**src/rtl/trap_psw_pkg.sv**
```systemverilog
package trap_psw_pkg;

  localparam int WORD_W   = 32;
  localparam int CC_W     = 4;
  localparam int IA_W     = 17;
  localparam int VEC_W    = 8;
  localparam int NUM_CALL = 4;
  localparam int NUM_EXC  = 3;

  localparam logic [VEC_W-1:0] VEC_NONALLOWED = 8'h40;
  localparam logic [VEC_W-1:0] VEC_CALL_BASE  = 8'h48;
  // watchdog, parity, instruction exception
  localparam logic [NUM_EXC*VEC_W-1:0] EXC_VECS = {8'h4D, 8'h4C, 8'h46};

  typedef enum logic [1:0] {
    SRC_NONE,
    SRC_FAULT,
    SRC_CALL,
    SRC_CODE
  } mod_src_e;

  typedef enum logic [2:0] {
    XS_IDLE,
    XS_PUT0,
    XS_PUT1,
    XS_GET0,
    XS_GET1,
    XS_APPLY,
    XS_FIN
  } xchg_st_e;

  typedef struct packed {
    logic [WORD_W-1:0] w0;
    logic [WORD_W-1:0] w1;
  } status_dw_t;

endpackage

```
**src/rtl/trap_mod_select.sv**
```systemverilog
module trap_mod_select
  import trap_psw_pkg::*;
(
  input  logic [VEC_W-1:0] vec,
  input  logic [CC_W-1:0]  fault,
  input  logic [CC_W-1:0]  rfield,
  input  logic [CC_W-1:0]  code,
  output logic [CC_W-1:0]  modv,
  output mod_src_e         src
);

  logic [NUM_CALL-1:0] call_hit;
  logic [NUM_EXC-1:0]  exc_hit;
  logic                fault_hit;

  assign fault_hit = (vec == VEC_NONALLOWED);

  generate
    for (genvar i = 0; i < NUM_CALL; i++) begin : g_call
      localparam logic [VEC_W-1:0] CALL_V = VEC_CALL_BASE + VEC_W'(i);
      assign call_hit[i] = (vec == CALL_V);
    end
    for (genvar j = 0; j < NUM_EXC; j++) begin : g_exc
      localparam logic [VEC_W-1:0] EXC_V = EXC_VECS[j*VEC_W +: VEC_W];
      assign exc_hit[j] = (vec == EXC_V);
    end
  endgenerate

  always_comb begin
    src  = SRC_NONE;
    modv = '0;
    if (fault_hit) begin
      src  = SRC_FAULT;
      modv = fault;
    end else if (|call_hit) begin
      src  = SRC_CALL;
      modv = rfield;
    end else if (|exc_hit) begin
      src  = SRC_CODE;
      modv = code;
    end
  end

endmodule

```
**src/rtl/trap_cc_adjust.sv**
```systemverilog
module trap_cc_adjust
  import trap_psw_pkg::*;
(
  input  logic [WORD_W-1:0] w_in,
  input  logic [CC_W-1:0]   modv,
  input  logic              hit,
  input  logic              adv,
  output logic [WORD_W-1:0] w_out
);

  localparam int CC_LSB = WORD_W - CC_W;

  logic [IA_W-1:0] ia_sum;

  assign ia_sum = w_in[IA_W-1:0] + IA_W'(modv);

  always_comb begin
    w_out = w_in;
    if (hit) begin
      w_out[WORD_W-1:CC_LSB] = w_in[WORD_W-1:CC_LSB] | modv;
      if (adv) begin
        w_out[IA_W-1:0] = ia_sum;
      end
    end
  end

endmodule

```
**src/rtl/trap_xchg_fsm.sv**
```systemverilog
module trap_xchg_fsm
  import trap_psw_pkg::*;
#(
  parameter int ADDR_W = 17
) (
  input  logic              clk,
  input  logic              rst_n,
  input  logic              start,
  input  logic [ADDR_W-1:0] ea_in,
  input  status_dw_t        cur_psw,
  output logic              mem_we,
  output logic              mem_re,
  output logic [ADDR_W-1:0] mem_addr,
  output logic [WORD_W-1:0] mem_wdata,
  output logic              accept,
  output logic              get0_en,
  output logic              get1_en,
  output logic              apply_en,
  output logic              busy,
  output logic              done
);

  localparam logic [ADDR_W-1:0] OFS_W1 = ADDR_W'(1);
  localparam logic [ADDR_W-1:0] OFS_N0 = ADDR_W'(2);
  localparam logic [ADDR_W-1:0] OFS_N1 = ADDR_W'(3);

  xchg_st_e          state_q, state_d;
  logic [ADDR_W-1:0] ea_q;

  assign accept = (state_q == XS_IDLE) && start;

  always_comb begin
    state_d = state_q;
    case (state_q)
      XS_IDLE:  if (start) state_d = XS_PUT0;
      XS_PUT0:  state_d = XS_PUT1;
      XS_PUT1:  state_d = XS_GET0;
      XS_GET0:  state_d = XS_GET1;
      XS_GET1:  state_d = XS_APPLY;
      XS_APPLY: state_d = XS_FIN;
      XS_FIN:   state_d = XS_IDLE;
      default:  state_d = XS_IDLE;
    endcase
  end

  always_ff @(posedge clk or negedge rst_n) begin
    if (!rst_n) begin
      state_q <= XS_IDLE;
      ea_q    <= '0;
    end else begin
      state_q <= state_d;
      if (accept) begin
        ea_q <= ea_in;
      end
    end
  end

  always_comb begin
    mem_we    = 1'b0;
    mem_re    = 1'b0;
    mem_addr  = ea_q;
    mem_wdata = '0;
    get0_en   = 1'b0;
    get1_en   = 1'b0;
    apply_en  = 1'b0;
    done      = 1'b0;
    case (state_q)
      XS_PUT0: begin
        mem_we    = 1'b1;
        mem_wdata = cur_psw.w0;
      end
      XS_PUT1: begin
        mem_we    = 1'b1;
        mem_addr  = ea_q + OFS_W1;
        mem_wdata = cur_psw.w1;
      end
      XS_GET0: begin
        mem_re   = 1'b1;
        mem_addr = ea_q + OFS_N0;
        get0_en  = 1'b1;
      end
      XS_GET1: begin
        mem_re   = 1'b1;
        mem_addr = ea_q + OFS_N1;
        get1_en  = 1'b1;
      end
      XS_APPLY: apply_en = 1'b1;
      XS_FIN:   done     = 1'b1;
      default:  ;
    endcase
  end

  assign busy = (state_q != XS_IDLE);


  first_write_at_ea_chk: assert property (@(posedge clk) disable iff (!rst_n)
    $rose(busy) |-> (mem_we && (mem_addr == ea_q)));


  fetch_follows_chk: assert property (@(posedge clk) disable iff (!rst_n)
    mem_re |-> (mem_addr == $past(mem_addr) + OFS_W1));


  done_pulse_chk: assert property (@(posedge clk) disable iff (!rst_n)
    done |=> (!done && !busy));


  start_ignored_chk: assert property (@(posedge clk) disable iff (!rst_n)
    busy |=> $stable(ea_q));


  bus_excl_chk: assert property (@(posedge clk) disable iff (!rst_n)
    !(mem_we && mem_re));

endmodule

```
**src/rtl/trap_psw_exchange.sv**
```systemverilog
module trap_psw_exchange
  import trap_psw_pkg::*;
#(
  parameter int ADDR_W = 17
) (
  input  logic              clk,
  input  logic              rst_n,
  input  logic              start,
  input  logic [ADDR_W-1:0] ea,
  input  logic [7:0]        trap_vec,
  input  logic [3:0]        fault_flags,
  input  logic [3:0]        call_rfield,
  input  logic [3:0]        trap_cc,
  input  logic              adv_bit,
  output logic              mem_we,
  output logic              mem_re,
  output logic [ADDR_W-1:0] mem_addr,
  output logic [31:0]       mem_wdata,
  input  logic [31:0]       mem_rdata,
  output logic              busy,
  output logic              done,
  output logic [31:0]       psw_w0,
  output logic [31:0]       psw_w1
);

  localparam int CC_LSB = WORD_W - CC_W;

  status_dw_t        psw_q;
  logic [VEC_W-1:0]  vec_q;
  logic [CC_W-1:0]   fault_q, rfield_q, code_q;
  logic              adv_q;
  logic [WORD_W-1:0] nw0_q, nw1_q;
  logic [WORD_W-1:0] adj_w0;
  logic [CC_W-1:0]   modv;
  mod_src_e          src;
  logic              accept, get0_en, get1_en, apply_en;

  trap_xchg_fsm #(.ADDR_W(ADDR_W)) u_fsm (
    .clk       (clk),
    .rst_n     (rst_n),
    .start     (start),
    .ea_in     (ea),
    .cur_psw   (psw_q),
    .mem_we    (mem_we),
    .mem_re    (mem_re),
    .mem_addr  (mem_addr),
    .mem_wdata (mem_wdata),
    .accept    (accept),
    .get0_en   (get0_en),
    .get1_en   (get1_en),
    .apply_en  (apply_en),
    .busy      (busy),
    .done      (done)
  );

  trap_mod_select u_sel (
    .vec    (vec_q),
    .fault  (fault_q),
    .rfield (rfield_q),
    .code   (code_q),
    .modv   (modv),
    .src    (src)
  );

  trap_cc_adjust u_adj (
    .w_in  (nw0_q),
    .modv  (modv),
    .hit   (src != SRC_NONE),
    .adv   (adv_q),
    .w_out (adj_w0)
  );

  always_ff @(posedge clk or negedge rst_n) begin
    if (!rst_n) begin
      vec_q    <= '0;
      fault_q  <= '0;
      rfield_q <= '0;
      code_q   <= '0;
      adv_q    <= 1'b0;
    end else if (accept) begin
      vec_q    <= trap_vec;
      fault_q  <= fault_flags;
      rfield_q <= call_rfield;
      code_q   <= trap_cc;
      adv_q    <= adv_bit;
    end
  end

  always_ff @(posedge clk or negedge rst_n) begin
    if (!rst_n) begin
      nw0_q <= '0;
      nw1_q <= '0;
    end else begin
      if (get0_en) nw0_q <= mem_rdata;
      if (get1_en) nw1_q <= mem_rdata;
    end
  end

  always_ff @(posedge clk or negedge rst_n) begin
    if (!rst_n) begin
      psw_q <= '0;
    end else if (apply_en) begin
      psw_q <= '{w0: adj_w0, w1: nw1_q};
    end
  end

  assign psw_w0 = psw_q.w0;
  assign psw_w1 = psw_q.w1;


  cc_keep_chk: assert property (@(posedge clk) disable iff (!rst_n)
    apply_en |=> ((psw_q.w0[WORD_W-1:CC_LSB] & $past(nw0_q[WORD_W-1:CC_LSB]))
                  == $past(nw0_q[WORD_W-1:CC_LSB])));


  reserved_bits_chk: assert property (@(posedge clk) disable iff (!rst_n)
    apply_en |=> ((psw_q.w1 == $past(nw1_q)) &&
                  (psw_q.w0[CC_LSB-1:IA_W] == $past(nw0_q[CC_LSB-1:IA_W]))));


  no_advance_chk: assert property (@(posedge clk) disable iff (!rst_n)
    (apply_en && !adv_q) |=> (psw_q.w0[IA_W-1:0] == $past(nw0_q[IA_W-1:0])));


  psw_change_done_chk: assert property (@(posedge clk) disable iff (!rst_n)
    (psw_q != $past(psw_q)) |-> done);

endmodule

```
**config.mk**
```make
export PLATFORM = sky130hd
export DESIGN_NAME = trap_psw_exchange
export DESIGN_NICKNAME = d
export VERILOG_FILES = /design/src/rtl/trap_psw_pkg.sv /design/src/rtl/trap_mod_select.sv /design/src/rtl/trap_cc_adjust.sv /design/src/rtl/trap_xchg_fsm.sv /design/src/rtl/trap_psw_exchange.sv
export SDC_FILE = /design/constraint.sdc
export NUM_CORES = 1
export LEC_CHECK = 0
export BUFFER_PORTS_ARGS = -buffer_cell sky130_fd_sc_hd__buf_4
export CAP_MARGIN = 20
export CORE_ASPECT_RATIO = 0.9
export CORE_MARGIN = 2
export CORE_UTILIZATION = 48
export CTS_CLUSTER_SIZE = 40
export DETAILED_ROUTE_END_ITERATION = 7
export PLACE_DENSITY_LB_ADDON = 0.25
export SLEW_MARGIN = 15
export SYNTH_ARGS = -nofsm -noshare
export SYNTH_HDL_FRONTEND = slang
export SYNTH_SLANG_ARGS = --single-unit
```
**constraint.sdc**
```tcl
create_clock -name clk -period 3.3 [get_ports clk]
set_input_delay 0.495 -clock clk [delete_from_list [all_inputs] [get_ports clk]]
set_output_delay 0.495 -clock clk [all_outputs]
set_load 0.05 [all_outputs]
```
* After elaboration in Yosys (flattened, before gate mapping) *
Cells that the tools add are included.

storage, ports and cells
  register bits after elaboration = 169
  bits in latches = 0
  bits in writable memories = 0
  ROM bits = 0
  input port bits = 73
  output and inout bits = 117
  word-level logic and storage cells = 58
  memories = 0

operators by class
  add/subtract/negate cells = 4
  multipliers = 0
  div/mod/pow operators = 0
  magnitude comparators = 0
  equal/unequal tests = 15
  shift operators = 0
  mux-type cells = 19
  bitwise operators = 1
  reductions and logical operators = 8

operators by type and width
  kind                   count
  $eq 8x7->1 const B     8
  $pmux 32 s2            1
  $pmux 17 s3            1
  $add 17x2->17 const B  2
  $mux 17                2
  $pmux 3 s6             1
  $add 17x1->17 const B  1
  $add 17x4->17          1
  $mux 4                 4
  $eq 3x3->1 const B     3
  $eq 3x2->1 const B     2
  $mux 1                 6
  $mux 2                 3
  $or 4x4->4             1
  $reduce_or 2->1        2
  $reduce_or 4->1        1
  $eq 3x1->1 const B     1
  $logic_not 3->1        1
  $mux 3                 1
  $reduce_bool 3->1      1
  $reduce_or 3->1        1
  $ne 2x2->1 const B     1
  $reduce_bool 2->1      1
  $logic_and 1x1->1      1

* Depth between registers and ports, before layout *
Gate-level depths: netlist of the first run.

  depth in word-level cells = 8
  gate-level depth with buffers = 11
  depth with buffers taken out = 10

* Modules after synthesis *
A second synthesis of the first run with hierarchy kept.

unflattened totals
  cell total of the unflattened synthesis = 606
  area, all modules = 8396.8 um^2

by module, submodules not included
  module             instances  cells each  area an instance (um^2)  sequential area each (um^2)
  trap_psw_exchange  1          316         5900.7                   3728.6
  trap_xchg_fsm      1          185         1742.9                   500.5
  trap_cc_adjust     1          73          549.3                    0.0
  trap_mod_select    1          32          203.9                    0.0

* Worst setup path before layout of the first run *
OpenSTA, ideal clock, no wires.

  path kind = reg2out
  from = register u_fsm.state_q[1]
  to = output mem_addr[16]
  arrival time = 3120 ps
  required time = 2805 ps
  path slack = -315 ps
  stages on the path, launching flop included = 12
  buffers on the path = 2
  cell sequence = dfrtp_1 > buf_4 > inv_1 > nand2_1 > nor2_1 > inv_1 > buf_2 > fa_1 > o32ai_2 > nand2_1 > nor4_2 > xor2_1

on the way
  cells in the longest elaborated chain, start to end = 2
  elaborated cells between the ends (all ways) = 4
  classes of those cells = 3 x eq/ne; 1 x mux

ends and longest elaborated chain
  item                                             line                     source
  from (decl)                                      trap_xchg_fsm.sv:27      xchg_st_e state_q, state_d;
  from (signal assigned)                           trap_xchg_fsm.sv:51      state_q <= state_d;
  $eq 3x3->1 / $eq 3x2->1 (equally long branches)  trap_xchg_fsm.sv:67      case (state_q)
  $pmux 17 s3 *                                    trap_xchg_fsm.sv:67
  to (decl)                                        trap_psw_exchange.sv:17  output logic [ADDR_W-1:0] mem_addr,

Every way passes the cells marked *; elsewhere a longest branch is shown, timed or not.

* Worst setup path in the final report of the first run *
  from = register u_fsm.state_q[1]
  to = output mem_addr[12]

The elaborated chain is that of the path after synthesis.

==> results.md, run 1 <==
- Clock skew: 4.79 ps
- RSZ-0062 raised after global routing: false
- Post-synthesis sequential area ratio: 0.545
- I/O Buffers: between 150 and 200
- I/O pins: 190
- Nets: 870
- Final Cycle Share: 0.949
- WL/cell: 18.2 um
- DR DRC count: 0
- Final setup fails: 0
- Initial core utilization: 0.486
- DP Area: 9480 um2
- CTS Hold Bufs: 0
- Clock Tree Buf Depth: 2
- # clock sinks: 169
- Routed WL: 18400 um
- Share of layout cells above drive strength 1: 0.529
- Final instance area: 10200 um2
- Worst-path fanout max: 4
- WP data required: 2800 ps
- Number of buffers created by CTS: 17
- Max-cap violations: 0
- EDFF count, synth: 0
- Async SR Flop Fraction: 1.00
- Syn_nets: 670
- Initial DRC count: 286
- DIE HEIGHT: approximately 120 um
- Crit path time final: about 3100 ps
- Gr ovfl total: 0
- Crit path launch type: flip-flop
- Mapped Cells: 589
- N_diodes: 0
- FP Rows: 44
- Synth Flop Type: dfrtp_1
- Mapped cell area: 7760 um2
- Vias in the first global route: 5532
- Final TNS setup: 0 ps
- Overall Global Routing Usage: 0.221
- Synth unique cells: 52
- Critical path data arrival time: around 2600 ps
- Worst-Skew Late Latency: approximately 420 ps
- First-pass GRT wire length: 29100 um
- Routed via count: 5484
- Warnings from Yosys: 0
- R2r setup slk: roughly 230 ps
- Root Buffer: clkbuf_16
- Hold WS: 64.0 ps
- Core area: 16000 um2
- Seq cells post-synth: approximately 170
- Worst Tran Pin Value: 871 ps
- Syn_area_per_cell: 13.2 um2
- Status: finished clean
- Layout area overhead: 31.2%
- Initial antenna violation count: 0
- Vias per inst: 5.44
- Htree depth: 4
- Die width: 138 um
- CP Capture Type: output port
- Critical path class: reg -> out
- DRT Pass-1 Iters: 4
- Worst rel slew slack: 0.418
- Final hold viol count: 0
- CTS tree: yes
- Post-route ant nets: 0
- Final Slew Violations: 0
- Clk pin slew, worst setup/hold paths: 60 ps
- Post-detailed-placement half-perimeter wirelength: 13300 um
- CP max-delay cell: dfrtp_1
- Die footprint: ~17000 um2
- Routability Congestion: 0.909
- Largest net degree at the start of global routing: between 60 and 70
- Fillers: 1258
- F_max: 319 MHz
- CP Cell Sequence: inv_2, nand2_1, nor2_2, inv_1, fa_2, o32ai_4, nand2_4, nor3_2, xor2_2, buf_4
- HP Class: in -> async
- CP max stage delay: 390 ps
-- area by class of cell --
class,instances,area (um2),share of cell area
Timing Repair Buffer,215,1640,0.161
Clock buffer,19,453,0.0445
Sequential cell,169,4230,0.416
Clock inverter,13,118,0.0116
Inverter,7,26.3,0.00258
Tap cell,207,259,0.0255
Multi-Input combinational cell,379,3450,0.339
-- flip-flops by register name (all words and copies together) (netlist names) --
name	flops
code_q	4
psw_w0	32
vec_q	8
rfield_q	4
u_fsm.state_q	3
nw1_q	32
adv_q	1
nw0_q	32
u_fsm.ea_q	17
psw_w1	32
fault_q	4
-- per-stage QoR --
step,utilization,cells,setup WS [ps]
2_1_floorplan,-,589,-107
3_3_place_gp,0.594,970,363
5_1_grt,0.637,1009,2.58
6_report,0.637,1009,170
4_1_cts,0.631,1002,17.8
3_5_place_dp,0.594,970,220
-- layer usage --
metal	routed length, um	up-vias	global-route usage
met5	0	-	0
met4	252	0	0.0606
met3	1100	19	0.0606
met2	8990	156	0.349
met1	8060	2784	0.300
li1	-	2525	-
-- synthesized netlist by cell type, types with 2 or more instances --
cell type,number,share of area
nand3_1,11,0.0071
a21o_1,7,0.0068
inv_1,7,0.0034
xor2_1,7,0.0079
buf_1,2,0.00097
o21ai_0,12,0.0077
clkbuf_1,6,0.0029
nor2_2,2,0.0016
and3_1,2,0.0016
a22o_1,32,0.036
and4_1,3,0.0034
mux2i_1,4,0.0052
nand4_1,7,0.0056
xnor2_1,25,0.028
buf_2,19,0.012
dlygate4sd1_1,2,0.0023
ha_1,6,0.0097
a21oi_1,9,0.0058
o21ai_1,17,0.011
a211oi_1,2,0.0019
nor4b_1,2,0.0023
buf_4,3,0.0029
fa_1,2,0.0052
nand2_1,40,0.019
mux2_2,137,0.20
nor3_1,6,0.0039
nor2_1,10,0.0048
a22oi_1,4,0.0039
nor4_2,9,0.015
mux2_1,4,0.0058
dfrtp_1,169,0.55
-- critical path, delay by kind of cell, from the launching register on --
kind | cells | cell delay, ps
flops | 1 | 390
xor+xnor | 1 | 150
simple gates | 4 | 570
fa+ha+maj | 1 | 370
buf+inv | 3 | 380
compound gates | 1 | 360
-- what timing repair did --
item,in CTS,in global routing
endpoints found under the setup margin,5,15
setup buffers,0,7
gates cloned,0,0
pin swaps,1,4
gates resized for setup,5,13
-- final timing paths --
kind                                endpoint        startpoint  cells past startpoint
worst max-delay path            mem_addr[12]  u_fsm.state_q[1]                     10
min in group clk                    vec_q[1]       trap_vec[1]                      3
max in group asynchronous         fault_q[2]             rst_n                      2
worst min-delay path              psw_w1[12]             rst_n                      1
worst min register to register     psw_w1[4]          nw1_q[4]                      1
worst max register to register    psw_w0[14]          vec_q[1]                     11
-- cell families after synthesis --
kind of cell	synth area share
AOI/OAI and AO/OA	0.0857
buffers and inverters	0.0281
muxes	0.210
DFF	0.545
adders and majority gates	0.0148
xor gates and xnor gates	0.0361
and+or+nand+nor	0.0802
-- layout by cell type (no fill, tap or decap), types with 3 or more instances in the layout --
cell type,netlist,final
inv_1,7,6
mux2_1,4,4
buf_4,3,210
clkinv_2,0,4
a21o_1,7,7
nor4_2,9,8
nand4_1,7,7
o21ai_1,17,17
ha_1,6,6
mux2i_1,4,4
nand3_1,11,10
dfrtp_1,169,169
a21oi_1,9,9
clkbuf_16,0,17
nor3_1,6,3
buf_6,1,4
mux2_2,137,137
inv_6,0,4
and4_1,3,3
a22o_1,32,32
nor2_1,10,9
nand2_1,40,39
xnor2_1,25,23
xor2_2,0,5
a22oi_1,4,4
o21ai_0,12,11
Power of run 1 is not shown: default switching activity piles up to over one toggle a cycle in this logic, so the estimate is an artifact.
==> run 2: changes to the inputs <==
- CORE_UTILIZATION: 48 -> 31
- clock period: 3.3 -> 3.5 ns (I/O delays scaled with it)
==> results.md, run 2 (same netlist as run 1, synthesis figures left out) <==
- Commonest cells after routing, fill and taps aside: 204 x buf_4, 169 x dfrtp_1, 137 x mux2_2 (was 210 x buf_4, 169 x dfrtp_1, 137 x mux2_2)
- Vias per inst: 4.70 (was 5.44)
- DR DRC count: 0 (unchanged)
- Crit path launch type: flip-flop (unchanged)
- Critical path data arrival time: 2770 ps (was 2640 ps)
- I/O pins: 190 (unchanged)
- I/O Buffers: 189 (unchanged)
- Crit path launch: u_fsm.state_q[1] (unchanged)
- N_diodes: 0 (unchanged)
- Crit path time final: 3300 ps
- Post-route ant nets: 0 (unchanged)
- Final setup fails: 0 (unchanged)
- Final hold viol count: 0 (unchanged)
- Die footprint: 26300 um2 (was 17200 um2)
- Routed via count: 5307 (was 5484)
- # clock sinks: 169 (unchanged)
- Initial core utilization: 0.318 (was 0.486)
- Root Buffer: clkbuf_16 (unchanged)
- CP max-delay cell: fa_1 (was dfrtp_1)
- Max-cap violations: 0 (unchanged)
- FP Rows: 54 (was 44)
- Worst-path fanout max: 4 (unchanged)
- HP Class: in -> async (unchanged)
- Die width: 171 um (was 138 um)
- Status: finished clean (unchanged)
- Hold WS: 119 ps (was 64.0 ps)
- CP max stage delay: 430 ps (was 390 ps)
- WL/cell: 16.6 um (was 18.2 um)
- Routability Congestion: 0.816 (was 0.909)
- Final Cycle Share: 0.942
- Fillers: 2319 (was 1258)
- CP Cell Sequence: inv_2, nand2_1, nor2_2, inv_1, fa_1, o32ai_4, nand2_2, nor3_1, xor2_2, buf_4 (was inv_2, nand2_1, nor2_2, inv_1, fa_2, o32ai_4, nand2_4, nor3_2, xor2_2, buf_4)
- Final instance area: 10200 um2 (about the same)
- FF-to-FF path depth: 11 (unchanged)
- Core area: 24400 um2 (was 16000 um2)
- R2r setup slk: 460 ps (was 230 ps)
- CTS tree: yes (unchanged)
- Worst rel slew slack: 0.419 (was 0.418)
- Crit path buf inv count: 3 (unchanged)
- Critical path depth: 10 (unchanged)
- Clock skew: 9.60 ps (was 4.79 ps)
- F_max: 303 MHz
- Final Slew Violations: 0 (unchanged)
- Vias in the first global route: 5316 (was 5532)
- Initial antenna violation count: 0 (unchanged)
- Nets: 861 (was 870)
- Gr ovfl total: 0 (unchanged)
- R2R Path Start: vec_q[1] (unchanged)
- CP Capture Type: output port (unchanged)
- CP delay by family, top: simple AND/OR/NAND/NOR gates (unchanged)
- DRT Pass-1 Iters: 4 (unchanged)
- Commonest non-fill, non-tap cell in the layout: buf_4 (unchanged)
- Number of buffers created by CTS: 17 (unchanged)
- DP Area: 9610 um2 (was 9480 um2)
- Worst-Skew Late Latency: 420 ps (about the same)
- WP data required: 2970 ps (was 2800 ps)
- Initial DRC count: 290 (was 286)
- Share of layout cells above drive strength 1: 0.511 (was 0.529)
- DIE HEIGHT: 154 um (was 125 um)
- Fin util: 0.419 (was 0.637)
- Routed WL: 18700 um (was 18400 um)
- Clk pin slew, worst setup/hold paths: 70 ps (was 60 ps)
- Overall Global Routing Usage: 0.145 (was 0.221)
- Post-detailed-placement half-perimeter wirelength: 13000 um (was 13300 um)
- Critical path class: reg -> out (unchanged)
- Clock Tree Buf Depth: 2 (unchanged)
- Layout area overhead: 31.7% (was 31.2%)
- Worst Tran Pin Value: 869 ps (was 871 ps)
- Largest net degree at the start of global routing: 71 (was 67)
- First-pass GRT wire length: 29700 um (was 29100 um)
- Htree depth: 4 (unchanged)
- Final TNS setup: 0 ps (unchanged)
## run 2: cell count changes in the layout (fill, tap and decap cells not counted), sizes merged
cell	before	now
buf	215	206
clkinv	6	5
bufinv	1	2
clkbuf	19	18
inv	11	12
clkinvlp	2	1
## run 2: timing repair
| action | CTS | global route |
|---|---|---|
| hold buffers | 0 | 0 |
| setup buffers | 0 | 0 |
| endpoints found under the setup margin | 0 | 5 |
| gates resized for setup | 0 | 4 |
## run 2: per-stage QoR
| step | setup WS (ps) | cells |
|---|---|---|
| 2_1_floorplan | 29.7 | 589 |
| 3_3_place_gp | 515 | 1097 |
| 3_5_place_dp | 471 | 1097 |
| 4_1_cts | 0.906 | 1128 |
| 5_1_grt | -6.33 | 1128 |
| 6_report | 203 | 1128 |
## run 2: worst register-to-register path: cells and delay by family (launching register included)
family | cells | cell delay, ps
xor gates and xnor gates | 1 | 180
and+or+nand+nor | 2 | 820
DFF | 1 | 440
adders and majority gates | 2 | 640
buffers and inverters | 1 | 200
AOI/OAI and AO/OA | 5 | 650
## run 2: worst paths after layout
check	to
worst max-delay path	mem_addr[14]
min in group clk	u_fsm.ea_q[1]
worst min register to register	psw_w1[7]
max in group asynchronous	psw_w0[6]
worst min-delay path	fault_q[2]
worst max register to register	psw_w0[4]
## run 2: layer usage
layer  global-route usage  vias to the layer above  part of all wire
li1                     -                     2516                 -
met1                0.208                     2654              0.48
met2                0.216                      128              0.45
met3               0.0425                        9             0.062
met4               0.0293                        0            0.0062
met5                    0                        -                 0
## run 2: area by class of cell
class	instances	area (um2)	area share
multi-input combinational	379	3390	0.332
tap	336	420	0.0412
clock buffer	18	439	0.0430
sequential	169	4230	0.414
inverter	7	26.3	0.00257
clock inverter	13	143	0.0140
timing repair buffer	206	1560	0.153
Power of run 2 is left out for the same reason.
==> run 3: changes to the inputs <==
- CORE_ASPECT_RATIO: 0.9 -> 1.2
==> results.md, run 3 (same netlist as run 1, synthesis figures left out) <==
- Final Cycle Share: 0.934 (was 0.942)
- Share of layout cells above drive strength 1: 0.516 (was 0.511)
- First-pass GRT wire length: 29300 um (was 29700 um)
- Clock skew: 11.2 ps (was 9.60 ps)
- Critical path data arrival time: 2740 ps (was 2770 ps)
- DIE HEIGHT: 177 um (was 154 um)
- I/O Buffers: 189 (unchanged)
- FF/Latch Area: 4230 um2 (unchanged)
- Initial DRC count: 177 (was 290)
- I/O pins: 190 (unchanged)
- WL/cell: 16.6 um (about the same)
- Commonest non-fill, non-tap cell in the layout: buf_4 (unchanged)
- WP data required: 2970 ps (about the same)
- Post-route ant nets: 0 (unchanged)
- Multi-input logic area: 3400 um2 (was 3390 um2)
- Routability Congestion: 0.777 (was 0.816)
- HP Class: in -> async (unchanged)
- Worst-Skew Late Latency: 420 ps (about the same)
- Worst-path fanout max: 13 (was 4)
- Status: finished clean (unchanged)
- Routed WL: 18600 um (was 18700 um)
- Die footprint: 26300 um2 (about the same)
- CP Cell Sequence: inv_2, nand2_1, nor2_2, buf_4, ha_1, a21oi_1, o41ai_4, and2b_1, nand4_1, xnor2_1, buf_4 (was inv_2, nand2_1, nor2_2, inv_1, fa_1, o32ai_4, nand2_2, nor3_1, xor2_2, buf_4)
- Layout area overhead: 31.9% (was 31.7%)
- Final hold viol count: 0 (unchanged)
- Initial antenna violation count: 0 (unchanged)
- Pre-CTS setup slack: 502 ps (was 471 ps)
- CP max-delay cell: dfrtp_1 (was fa_1)
- Most used cell, CP: buf_4
- CP Capture Type: output port (unchanged)
- Clk pin slew, worst setup/hold paths: 70 ps (about the same)
- Vias in the first global route: 5305 (was 5316)
- FP Rows: 63 (was 54)
- CTS tree: yes (unchanged)
- Overall Global Routing Usage: 0.144 (was 0.145)
- CP delay by family, top: buffers and inverters (was simple AND/OR/NAND/NOR gates)
- Root Buffer: clkbuf_16 (unchanged)
- Clock Tree Buf Depth: 2 (unchanged)
- Crit path buf inv count: 3 (unchanged)
- Die width: 148 um (was 171 um)
- Final setup fails: 0 (unchanged)
- DR DRC count: 0 (unchanged)
- Worst rel slew slack: 0.424 (was 0.419)
- Worst Tran Pin Value: 862 ps (was 869 ps)
- Nets: 864 (was 861)
- Core area: 24700 um2 (was 24400 um2)
- PnR worst setup slack: 232 ps (was 203 ps)
- N_diodes: 0 (unchanged)
- Number of buffers created by CTS: 17 (unchanged)
- Max-cap violations: 0 (unchanged)
- CP max stage delay: 380 ps (was 430 ps)
- Fillers: 2387 (was 2319)
- Post-detailed-placement half-perimeter wirelength: 13400 um (was 13000 um)
- Commonest cells after routing, fill and taps aside: 207 x buf_4, 169 x dfrtp_1, 137 x mux2_2 (was 204 x buf_4, 169 x dfrtp_1, 137 x mux2_2)
- Gr ovfl total: 0 (unchanged)
- Final Slew Violations: 0 (unchanged)
- Largest net degree at the start of global routing: 68 (was 71)
- F_max: 306 MHz (was 303 MHz)
- DRT Pass-1 Iters: 4 (unchanged)
- Crit path launch type: flip-flop (unchanged)
- Htree depth: 4 (unchanged)
- Critical path class: reg -> out (unchanged)
- Routed via count: 5329 (was 5307)
- CTS Hold Bufs: 0 (unchanged)
- Crit path time final: 3270 ps (was 3300 ps)
- Vias per inst: 4.76 (was 4.70)
- # clock sinks: 169 (unchanged)
- Initial core utilization: 0.314 (was 0.318)
-- run 3: cell types whose count changed in the layout (fill, tap and decap cells not counted) --
cell and change:
nor3_2 +2, buf_4 +3, nor3_1 -2, bufinv_16 -1, clkinvlp_4 +2, inv_8 +1, clkinv_4 -1, clkinv_2 -2
inv_6 -1, clkbuf_8 +2
-- run 3: final timing paths --
check / startpoint / to / slack (ps) / depth (start not counted)
min in group clk: ea[0] / u_fsm.ea_q[0] / 320 / 3
max in group asynchronous: rst_n / psw_w0[8] / 2410 / 2
min reg2reg: nw1_q[16] / psw_w1[16] / 500 / 1
max reg2reg: vec_q[1] / psw_w0[8] / 470 / 11
max: u_fsm.state_q[1] / mem_addr[15] / 230 / 11
min: rst_n / psw_w1[4] / 100 / 1
-- run 3: what timing repair did --
item / 4_1_cts / 5_1_grt
buffers inserted: 0 / 1
setup endpoints to repair: 0 / 5
gates resized for setup: 0 / 6
-- run 3: layout make-up --
type	instances	area share
Sequential cell	169	0.414
Clock buffer	20	0.0456
Multi-Input combinational cell	379	0.333
Timing Repair Buffer	209	0.155
Inverter	7	0.00257
Tap cell	325	0.0398
Clock inverter	11	0.0109
-- run 3: worst reg2reg max path: cells and delay by family (launching register included) --
kind	cells	cell delay, ps
simple gates	2	790
compound gates	5	650
fa+ha+maj	2	640
flops	1	440
buf+inv	1	200
xor+xnor	1	190
-- run 3: metal layers --
layer,track usage,part of all wire,wire length (um),vias to the layer above
li1,-,-,-,2521
met1,0.193,0.46,8530,2667
met2,0.229,0.48,8890,127
met3,0.0374,0.049,909,14
met4,0.0425,0.013,246,0
met5,0,0,0,-
-- run 3: stage by stage --
step                instance area [um2]  hold slack [ps]  setup TNS (ps)   util  cells
detailed placement                 9610              489               0  0.389   1088
CTS                               10200              116               0  0.413   1119
global route                      10200              140           -27.5  0.415   1120
floorplan                          7790              229               0      -    589
finish                            10200              102               0  0.415   1120
global placement                   9610              481               0  0.389   1088
Power of run 3 is left out for the same reason.
